## config.mk

```make
export PLATFORM = sky130hd
export DESIGN_NAME = mbx_dispatch
export DESIGN_NICKNAME = d
export VERILOG_FILES = /design/src/rtl/mbx_pkg.sv /design/src/rtl/mbx_cmd_table.sv /design/src/rtl/mbx_len_check.sv /design/src/rtl/mbx_ctrl.sv /design/src/rtl/mbx_dispatch.sv
export SDC_FILE = /design/constraint.sdc
export NUM_CORES = 1
export LEC_CHECK = 0
export ABC_AREA = 1
export BUFFER_PORTS_ARGS = -buffer_cell sky130_fd_sc_hd__buf_4
export CORE_ASPECT_RATIO = 1.2
export CORE_MARGIN = 5
export CORE_UTILIZATION = 50
export CTS_CLUSTER_DIAMETER = 100
export DETAILED_ROUTE_END_ITERATION = 10
export PLACE_DENSITY = 0.88
export SYNTH_ARGS = -nofsm -noshare
export SYNTH_HDL_FRONTEND = slang
export SYNTH_HIERARCHICAL = 1
export SYNTH_SLANG_ARGS = --single-unit
export TNS_END_PERCENT = 5
```

## constraint.sdc

```tcl
create_clock -name clk -period 2.6 [get_ports clk]
set_input_delay 0.52 -clock clk [delete_from_list [all_inputs] [get_ports clk]]
set_output_delay 0.52 -clock clk [all_outputs]
set_load 0.02 [all_outputs]
```

## src/rtl/mbx_pkg.sv

```systemverilog
package mbx_pkg;

    localparam int OP_W = 16;
    localparam int RC_W = 8;

    typedef enum logic [RC_W-1:0] {
        RC_OK        = 8'h00,
        RC_BG        = 8'h01,
        RC_BAD_INPUT = 8'h02,
        RC_UNSUP     = 8'h03,
        RC_INTERNAL  = 8'h04,
        RC_RETRY     = 8'h05,
        RC_BUSY      = 8'h06,
        RC_BAD_LEN   = 8'h16,
        RC_LIMIT     = 8'h17
    } mbx_rc_e;

    typedef enum logic [1:0] {
        ST_IDLE  = 2'd0,
        ST_CHECK = 2'd1,
        ST_EXEC  = 2'd2,
        ST_DONE  = 2'd3
    } mbx_state_e;

    typedef struct packed {
        logic [OP_W-1:0] op;
        logic            any_len;
        logic [7:0]      in_len;
    } cmd_ent_t;

    localparam int N_CMDS = 13;

    // opcode, accepts any length, expected input length
    localparam cmd_ent_t CMD_TBL [N_CMDS] = '{
        '{16'h4103, 1'b1, 8'h00},
        '{16'h4102, 1'b0, 8'h00},
        '{16'h4100, 1'b0, 8'h00},
        '{16'h4000, 1'b0, 8'h00},
        '{16'h0401, 1'b0, 8'h18},
        '{16'h0400, 1'b0, 8'h00},
        '{16'h0301, 1'b0, 8'h08},
        '{16'h0300, 1'b0, 8'h00},
        '{16'h0200, 1'b0, 8'h00},
        '{16'h0103, 1'b0, 8'h04},
        '{16'h0102, 1'b0, 8'h00},
        '{16'h0101, 1'b1, 8'h00},
        '{16'h0100, 1'b0, 8'h01}
    };

endpackage

```

## src/rtl/mbx_cmd_table.sv

```systemverilog
module mbx_cmd_table
    import mbx_pkg::*;
(
    input  logic [OP_W-1:0] opcode,
    output logic            hit,
    output logic            any_len,
    output logic [7:0]      exp_len
);

    logic [N_CMDS-1:0] match;

    generate
        for (genvar i = 0; i < N_CMDS; i++) begin : g_ent
            assign match[i] = (opcode == CMD_TBL[i].op);
        end
    endgenerate

    always_comb begin
        hit     = |match;
        any_len = 1'b0;
        exp_len = '0;
        for (int i = 0; i < N_CMDS; i++) begin
            if (match[i]) begin
                any_len = CMD_TBL[i].any_len;
                exp_len = CMD_TBL[i].in_len;
            end
        end
    end

endmodule

```

## src/rtl/mbx_len_check.sv

```systemverilog
module mbx_len_check #(
    parameter int LEN_W = 16
) (
    input  logic             any_len,
    input  logic [7:0]       exp_len,
    input  logic [LEN_W-1:0] len,
    output logic             len_ok
);

    logic [LEN_W-1:0] exp_ext;

    always_comb begin
        exp_ext = LEN_W'(exp_len);
        len_ok  = any_len || (len == exp_ext);
    end

endmodule

```

## src/rtl/mbx_ctrl.sv

```systemverilog
module mbx_ctrl
    import mbx_pkg::*;
#(
    parameter int LEN_W = 16
) (
    input  logic             clk,
    input  logic             rst_n,
    input  logic             cmd_wr,
    input  logic [7:0]       wr_set,
    input  logic [7:0]       wr_cmd,
    input  logic [LEN_W-1:0] wr_len,
    input  logic             db_ring,
    input  logic             hit,
    input  logic             len_ok,
    input  logic             hdl_done,
    input  logic [RC_W-1:0]  hdl_rc,
    input  logic [LEN_W-1:0] hdl_out_len,
    output logic             db_busy,
    output logic [7:0]       reg_set,
    output logic [7:0]       reg_cmd,
    output logic [LEN_W-1:0] reg_len,
    output logic [RC_W-1:0]  sts_rc,
    output logic             hdl_start
);

    typedef struct packed {
        mbx_state_e       st;
        logic             busy;
        logic [7:0]       set;
        logic [7:0]       cmd;
        logic [LEN_W-1:0] len;
        logic [RC_W-1:0]  rc;
        logic             start;
        logic [RC_W-1:0]  cap_rc;
        logic [LEN_W-1:0] cap_len;
    } ctrl_t;

    ctrl_t s_d, s_q;

    always_comb begin
        s_d       = s_q;
        s_d.start = 1'b0;
        unique case (s_q.st)
            ST_IDLE: begin
                if (cmd_wr) begin
                    s_d.set = wr_set;
                    s_d.cmd = wr_cmd;
                    s_d.len = wr_len;
                end
                if (db_ring) begin
                    s_d.busy = 1'b1;
                    s_d.st   = ST_CHECK;
                end
            end
            ST_CHECK: begin
                if (!hit) begin
                    s_d.cap_rc  = RC_UNSUP;
                    s_d.cap_len = '0;
                    s_d.st      = ST_DONE;
                end else if (!len_ok) begin
                    s_d.cap_rc  = RC_BAD_LEN;
                    s_d.cap_len = '0;
                    s_d.st      = ST_DONE;
                end else begin
                    s_d.start = 1'b1;
                    s_d.st    = ST_EXEC;
                end
            end
            ST_EXEC: begin
                if (hdl_done) begin
                    s_d.cap_rc  = hdl_rc;
                    s_d.cap_len = hdl_out_len;
                    s_d.st      = ST_DONE;
                end
            end
            ST_DONE: begin
                s_d.rc   = s_q.cap_rc;
                s_d.len  = s_q.cap_len;
                s_d.set  = '0;
                s_d.cmd  = '0;
                s_d.busy = 1'b0;
                s_d.st   = ST_IDLE;
            end
            default: s_d.st = ST_IDLE;
        endcase
    end

    always_ff @(posedge clk or negedge rst_n) begin
        if (!rst_n) begin
            s_q <= '{st: ST_IDLE, default: '0};
        end else begin
            s_q <= s_d;
        end
    end

    assign db_busy   = s_q.busy;
    assign reg_set   = s_q.set;
    assign reg_cmd   = s_q.cmd;
    assign reg_len   = s_q.len;
    assign sts_rc    = s_q.rc;
    assign hdl_start = s_q.start;

endmodule

```

## src/rtl/mbx_dispatch.sv

```systemverilog
module mbx_dispatch
    import mbx_pkg::*;
#(
    parameter int LEN_W       = 16,
    parameter int PAYLOAD_MAX = 512
) (
    input  logic             clk,
    input  logic             rst_n,
    input  logic             cmd_wr,
    input  logic [7:0]       wr_set,
    input  logic [7:0]       wr_cmd,
    input  logic [LEN_W-1:0] wr_len,
    input  logic             db_ring,
    output logic             db_busy,
    output logic [7:0]       reg_set,
    output logic [7:0]       reg_cmd,
    output logic [LEN_W-1:0] reg_len,
    output logic [7:0]       sts_rc,
    output logic             hdl_start,
    output logic [15:0]      hdl_opcode,
    output logic [LEN_W-1:0] hdl_in_len,
    input  logic             hdl_done,
    input  logic [7:0]       hdl_rc,
    input  logic [LEN_W-1:0] hdl_out_len
);

    logic       hit;
    logic       any_len;
    logic [7:0] exp_len;
    logic       len_ok;

    mbx_cmd_table u_tbl (
        .opcode  ({reg_set, reg_cmd}),
        .hit     (hit),
        .any_len (any_len),
        .exp_len (exp_len)
    );

    mbx_len_check #(.LEN_W(LEN_W)) u_len (
        .any_len (any_len),
        .exp_len (exp_len),
        .len     (reg_len),
        .len_ok  (len_ok)
    );

    mbx_ctrl #(.LEN_W(LEN_W)) u_ctrl (
        .clk         (clk),
        .rst_n       (rst_n),
        .cmd_wr      (cmd_wr),
        .wr_set      (wr_set),
        .wr_cmd      (wr_cmd),
        .wr_len      (wr_len),
        .db_ring     (db_ring),
        .hit         (hit),
        .len_ok      (len_ok),
        .hdl_done    (hdl_done),
        .hdl_rc      (hdl_rc),
        .hdl_out_len (hdl_out_len),
        .db_busy     (db_busy),
        .reg_set     (reg_set),
        .reg_cmd     (reg_cmd),
        .reg_len     (reg_len),
        .sts_rc      (sts_rc),
        .hdl_start   (hdl_start)
    );

    assign hdl_opcode = {reg_set, reg_cmd};
    assign hdl_in_len = reg_len;

endmodule

```

**Word-level counts from Yosys, hierarchy flattened**

Cells that the tools add are included.

- Logic and storage cells: 75
- Output and inout bits: 74
- Input port bits: 61
- Bits in registers: 68

- Mux-type cells: 36
- Reduce and logical (&&, ||, !) cells: 9
- Eq/ne operators: 21

Operator list:

| operator | number |
|---|---|
| 24-bit 2-to-1 mux | 3 |
| 33-bit one-hot mux with 2 select lines | 1 |
| 16-bit by 15-bit == test with 1-bit output, second input constant | 4 |
| 16-bit by 9-bit == test with 1-bit output, second input constant | 4 |
| 16-bit by 10-bit == test with 1-bit output, second input constant | 3 |
| 24-bit one-hot mux with 2 select lines | 1 |
| 5-bit 2-to-1 mux | 9 |
| 16-bit by 11-bit == test with 1-bit output, second input constant | 2 |
| 32-bit 2-to-1 mux | 1 |
| 1-bit 2-to-1 mux | 18 |
| 16-bit by 5-bit == test with 1-bit output | 1 |
| 13-bit OR reduction | 1 |
| 2-bit one-hot mux with 4 select lines | 1 |
| 2-bit inequality test, second input constant | 3 |
| 2-bit AND reduction | 3 |
| 2-bit == test, second input constant | 2 |
| 2-bit nonzero test | 2 |
| 3-bit 2-to-1 mux | 1 |
| 3-bit inequality test, second input constant | 1 |
| 3-bit AND reduction | 1 |
| 2-bit by 1-bit == test with 1-bit output, second input constant | 1 |
| 2-bit logical NOT | 1 |
| 2-bit 2-to-1 mux | 1 |
| 1-bit logical OR | 1 |

**Depth between registers and ports, before layout**

- Depth in word-level cells: 18
- Depth in mapped cells: 18
- Mapped depth without buffers: 17

**By module**

Netlist, hierarchy kept.

By module, submodules not included:

| module | seq. area each (sq um) | times used | area an instance (sq um) | cells each |
|---|---|---|---|---|
| mbx_ctrl | 1701.6 | 1 | 3648.5 | 442 |
| mbx_cmd_table | 0.0 | 1 | 335.3 | 69 |
| mbx_dispatch | 0.0 | 1 | 240.2 | 32 |
| mbx_len_check | 0.0 | 1 | 195.2 | 48 |

**Least setup slack after synthesis**

No wires, ideal clock.

- Path kind: flip-flop to flip-flop
- Start: register u_ctrl.s_q (netlist bit u_ctrl/reg_cmd[7])
- End: register u_ctrl/s_q[10] in the netlist's numbering
- Period minus slack after synthesis: 2.104 ns
- Slack: 0.496 ns
- Cell stages (with the launch flop): 16
- Setup time: 0.117 ns
- Buffers on the path: 2
- Arrival: 1.986 ns
- Required time: 2.483 ns
- Cells stage by stage: dfrtp_1 buf_4 nor2_1 nand2_2 nor2_1 a21boi_1 inv_1 nand2_1 nand2_1 nor2_1 nand2_1 o21bai_2 nand3_4 buf_4 nand3_1 nand2_1

- Elaborated cells on any way between the ends: 42
- Classes of those cells: eq/ne (15); mux (24); reduce/logical (3)

RTL lines:

| what | line | RTL |
|---|---|---|
| start: declaration | mbx_ctrl.sv:38 | `ctrl_t s_d, s_q;` |
| start signal: assignment | mbx_ctrl.sv:90 | `s_q <= '{st: ST_IDLE, default: '0};` |
| start signal: assignment | mbx_ctrl.sv:92 | `s_q <= s_d;` |
| 16-bit by 11-bit == test with 1-bit output | mbx_cmd_table.sv:14 | `assign match[i] = (opcode == CMD_TBL[i].op);` |
| 5-bit 2-to-1 mux (8 in series) | mbx_cmd_table.sv:23 | `if (match[i]) begin` |
| 5-bit 2-to-1 mux (*) | mbx_cmd_table.sv:23 |  |
| named net exp_len[3] | mbx_dispatch.sv:29 | `logic [7:0] exp_len;` |
| 16-bit by 5-bit == test with 1-bit output (*) | mbx_len_check.sv:14 | `len_ok = any_len \|\| (len == exp_ext);` |
| 1-bit logical OR (*) | mbx_len_check.sv:14 |  |
| named net len_ok | mbx_dispatch.sv:30 | `logic len_ok;` |
| 3-bit inequality test (no source line) (*) | - |  |
| 3-bit AND reduction (no source line) (*) | - |  |

The timed path passes the listed nets; every way through them passes the cells marked *.
A chain may end at the register's enable or synchronous reset.

**Worst setup path in the final report**

- Start: register u_ctrl.s_q (netlist bit u_ctrl/reg_set[2])
- End: register u_ctrl/s_q[18] in the netlist's numbering

Same word-level chain as after synthesis.

==> results.md <==
- Status: finished clean
- Post-CTS setup buffer count: 0
- Worst-margin pin slew: 0.8561 ns
- TritonCTS buffer count: 9
- Die height: 113.0 microns
- Antenna violations before repair: 0
- Reg-to-reg startpoint: u_ctrl/reg_set[2]
- Share of the synthesized area in the top cell type: 0.3851
- Clk slew on worst S/H paths: 0.08 ns
- Vias in the first global route: 3,554
- Hold WS: 0.2773 ns
- Mapped cell area: 4419 sq um
- Seq. cell area: 1702 sq um
- WP data required: 2.82 ns
- Max cap viols: 0
- Sequential element share of the synthesized area: 0.3851
- Synth Register Bits: 68
- Die width: 95.82 microns
- Largest net degree at the start of global routing: 69
- Period utilization: 0.8971
- Via/cell ratio: 4.762
- Layout cells sized above 1: 0.3005
- Die area: 10,830 sq um
- Longest Clk Path Bufs: 2
- Area contributors post-synth: dfrtp_1, nand2_1, buf_4, nand3_1, inv_1
- Cts hold-fix bufs: 0
- Starting Density: 0.5132
- Post-synth cell types: 30
- H-tree level count: 3
- Leak pwr: 3.003 nW
- Reg-to-Reg End: u_ctrl/s_q[18]
- Synth Flop Type: dfrtp_1
- FP Rows: 37
- Max Fclk: 428.7 MHz
- Setup Viol. Count Final: 0
- Final Max Tran Viols: 0
- Antenna viol nets, final: 0
- CTS tree: done
- Hpwl dp: 7.467 mm
- Final min period: 2.332 ns
- Drt initial violations: 123
- CP Launch Type: flop
- Rel. slew slack: 0.4293
- Area Overhead vs Synth: 15.26%
- Area taken by multi-input logic gates: 1739 sq um
- Gate count after technology mapping: 591
- Setup TNS Final: 0 ns
- CTS resizes: 0
- Post-synth EDFFs: 0
- Max Clock Skew: 0.008384 ns
- Pre-Repair DR Iteration Count: 4
- Buffers added on ports: 134
- Routability Congestion: 0.9252
- Num ports: 135
- Syn Area/Cell: 7.478 sq um
- Asr flop ratio synth: 1.000
- Worst R2R Setup Slack: 0.27 ns
- Top-count cell post-synth: nand2_1
- Final Hold Vio Count: 0
- Clk root buf: clkbuf_8
- Final WL: 9.994 mm
- Grt total ovfl: 0
- First-pass GRT wire length: 16.37 mm
- Diode count: 0
- Critical path class: flop to flop
- Maximum fanout along the worst path: 25
- PwrDens: 1200 nW/um^2
- Detail-routed net length per standard cell: 13.05 microns
- Hold crit path type: primary input to async pin
- VDD IR max: 553.2 uV
- Total track usage: 0.1884
- Synth area leader: dfrtp_1
- CP endpoint kind: flop
- Most instantiated cells after synthesis: nand2_1, buf_4, dfrtp_1
- DR vias: 3,648
- Final net count: 709
- Core footprint: 8611 sq um
- Filler cell count in the final layout: 791
- RSZ-0062 raised after global routing: no
- Clock sink count: 68
- Worst EP arrival: 2.56 ns
- R2R cell count: 15
- Skew-Pair Late Insertion Delay: 0.34 ns
- DRC violations left: 0
- Yosys warnings: 6
==> area by class of cell <==
cell class                      count  area share
Multi-Input combinational cell    360      0.3414
Sequential cell                    68      0.3341
Clock buffer                        9     0.02432
Clock inverter                      7     0.01941
Tap cell                          117     0.02874
Inverter                           68     0.05011
Timing Repair Buffer              137      0.2019
==> power breakdown <==
| part | internal [mW] | total, mW | switching [mW] |
|---|---|---|---|
| logic | 1.21 | 3.22 | 2.02 |
| registers | 1.50 | 1.92 | 0.412 |
| clock network | 0.547 | 0.972 | 0.425 |
==> kinds of logic after synthesis <==
| kind of cell | count (synthesis) | synth area share |
|---|---|---|
| xor+xnor | 1 | 0.001982 |
| fa+ha+maj | 4 | 0.01133 |
| other cells | 1 | 0.0008486 |
| simple gates | 321 | 0.3284 |
| flops | 68 | 0.3851 |
| mux | 8 | 0.02039 |
| compound gates | 22 | 0.02690 |
| buf+inv | 166 | 0.2251 |
==> how the worst max path moves through the flow <==
stage | cells past startpoint | slack, ns | start | to
6_report | 15 | 0.27 | u_ctrl/reg_set[2] | u_ctrl/s_q[18]
5_1_grt | 14 | 0.04 | u_ctrl/reg_cmd[7] | u_ctrl/s_q[14]
4_1_cts | 14 | 0.24 | u_ctrl/reg_cmd[3] | u_ctrl/s_q[18]
3_5_place_dp | 14 | 0.26 | u_ctrl/reg_cmd[3] | u_ctrl/s_q[18]
3_3_place_gp | 14 | 0.31 | u_ctrl/reg_cmd[3] | u_ctrl/s_q[12]
2_1_floorplan | 15 | 0.50 | u_ctrl/reg_cmd[7] | u_ctrl/s_q[10]
==> routing by layer <==
metal	part of all wire	track usage
met4	0.013	0.05503
met2	0.51	0.3233
met1	0.40	0.2325
met3	0.084	0.04521
met5	0	0
==> placed cells by master (no fill, tap or decap) <==
cell type,n
nand4_1,1
nor2_2,9
inv_2,3
clkinv_2,1
nand3_1,62
nand2_4,3
mux2_1,7
nand3_2,3
nor2_8,1
nor2_4,3
o21ai_0,19
a21boi_1,1
inv_6,2
o21bai_2,1
or2_2,1
clkinv_1,1
bufinv_16,2
inv_1,64
nor2_1,24
mux2_2,1
conb_1,4
nand2_1,196
nand2_2,15
nor3_1,1
clkinvlp_4,1
clkbuf_8,9
xor2_1,1
o21ai_1,1
dfrtp_1,68
clkinv_4,1
buf_4,137
nand3_4,2
ha_1,4
==> stage by stage <==
stage | cell area, sq um | utilization | setup WS (ns) | cells | total power, mW
floorplan | 4431 | - | 0.4962 | 594 | 4.723
global placement | 4866 | 0.5651 | 0.3089 | 750 | 5.033
detailed placement | 4866 | 0.5651 | 0.2551 | 750 | 5.168
CTS | 5089 | 0.5910 | 0.2374 | 766 | 6.157
global route | 5094 | 0.5915 | 0.04498 | 766 | 6.587
finish | 5094 | 0.5915 | 0.2676 | 766 | 6.110
==> worst max-delay path: stages, from the launching register on <==
cell	delay, ns
dfrtp_1	0.44
nor2_2	0.20
nand3_1	0.12
nand2_1	0.08
nand2_1	0.07
a21boi_1	0.22
inv_1	0.06
nand2_1	0.05
nand2_1	0.05
nor2_1	0.09
nand2_1	0.09
o21bai_2	0.23
nand3_4	0.11
buf_4	0.24
nand3_1	0.12
nand2_1	0.06
==> registers in the layout, summed over array words and instances (netlist names) <==
name,count
u_ctrl/reg_cmd,8
u_ctrl/db_busy,1
u_ctrl/hdl_start,1
u_ctrl/sts_rc,8
u_ctrl/s_q,26
u_ctrl/reg_set,8
u_ctrl/reg_len,16
Power figures use the tool's default switching activity.
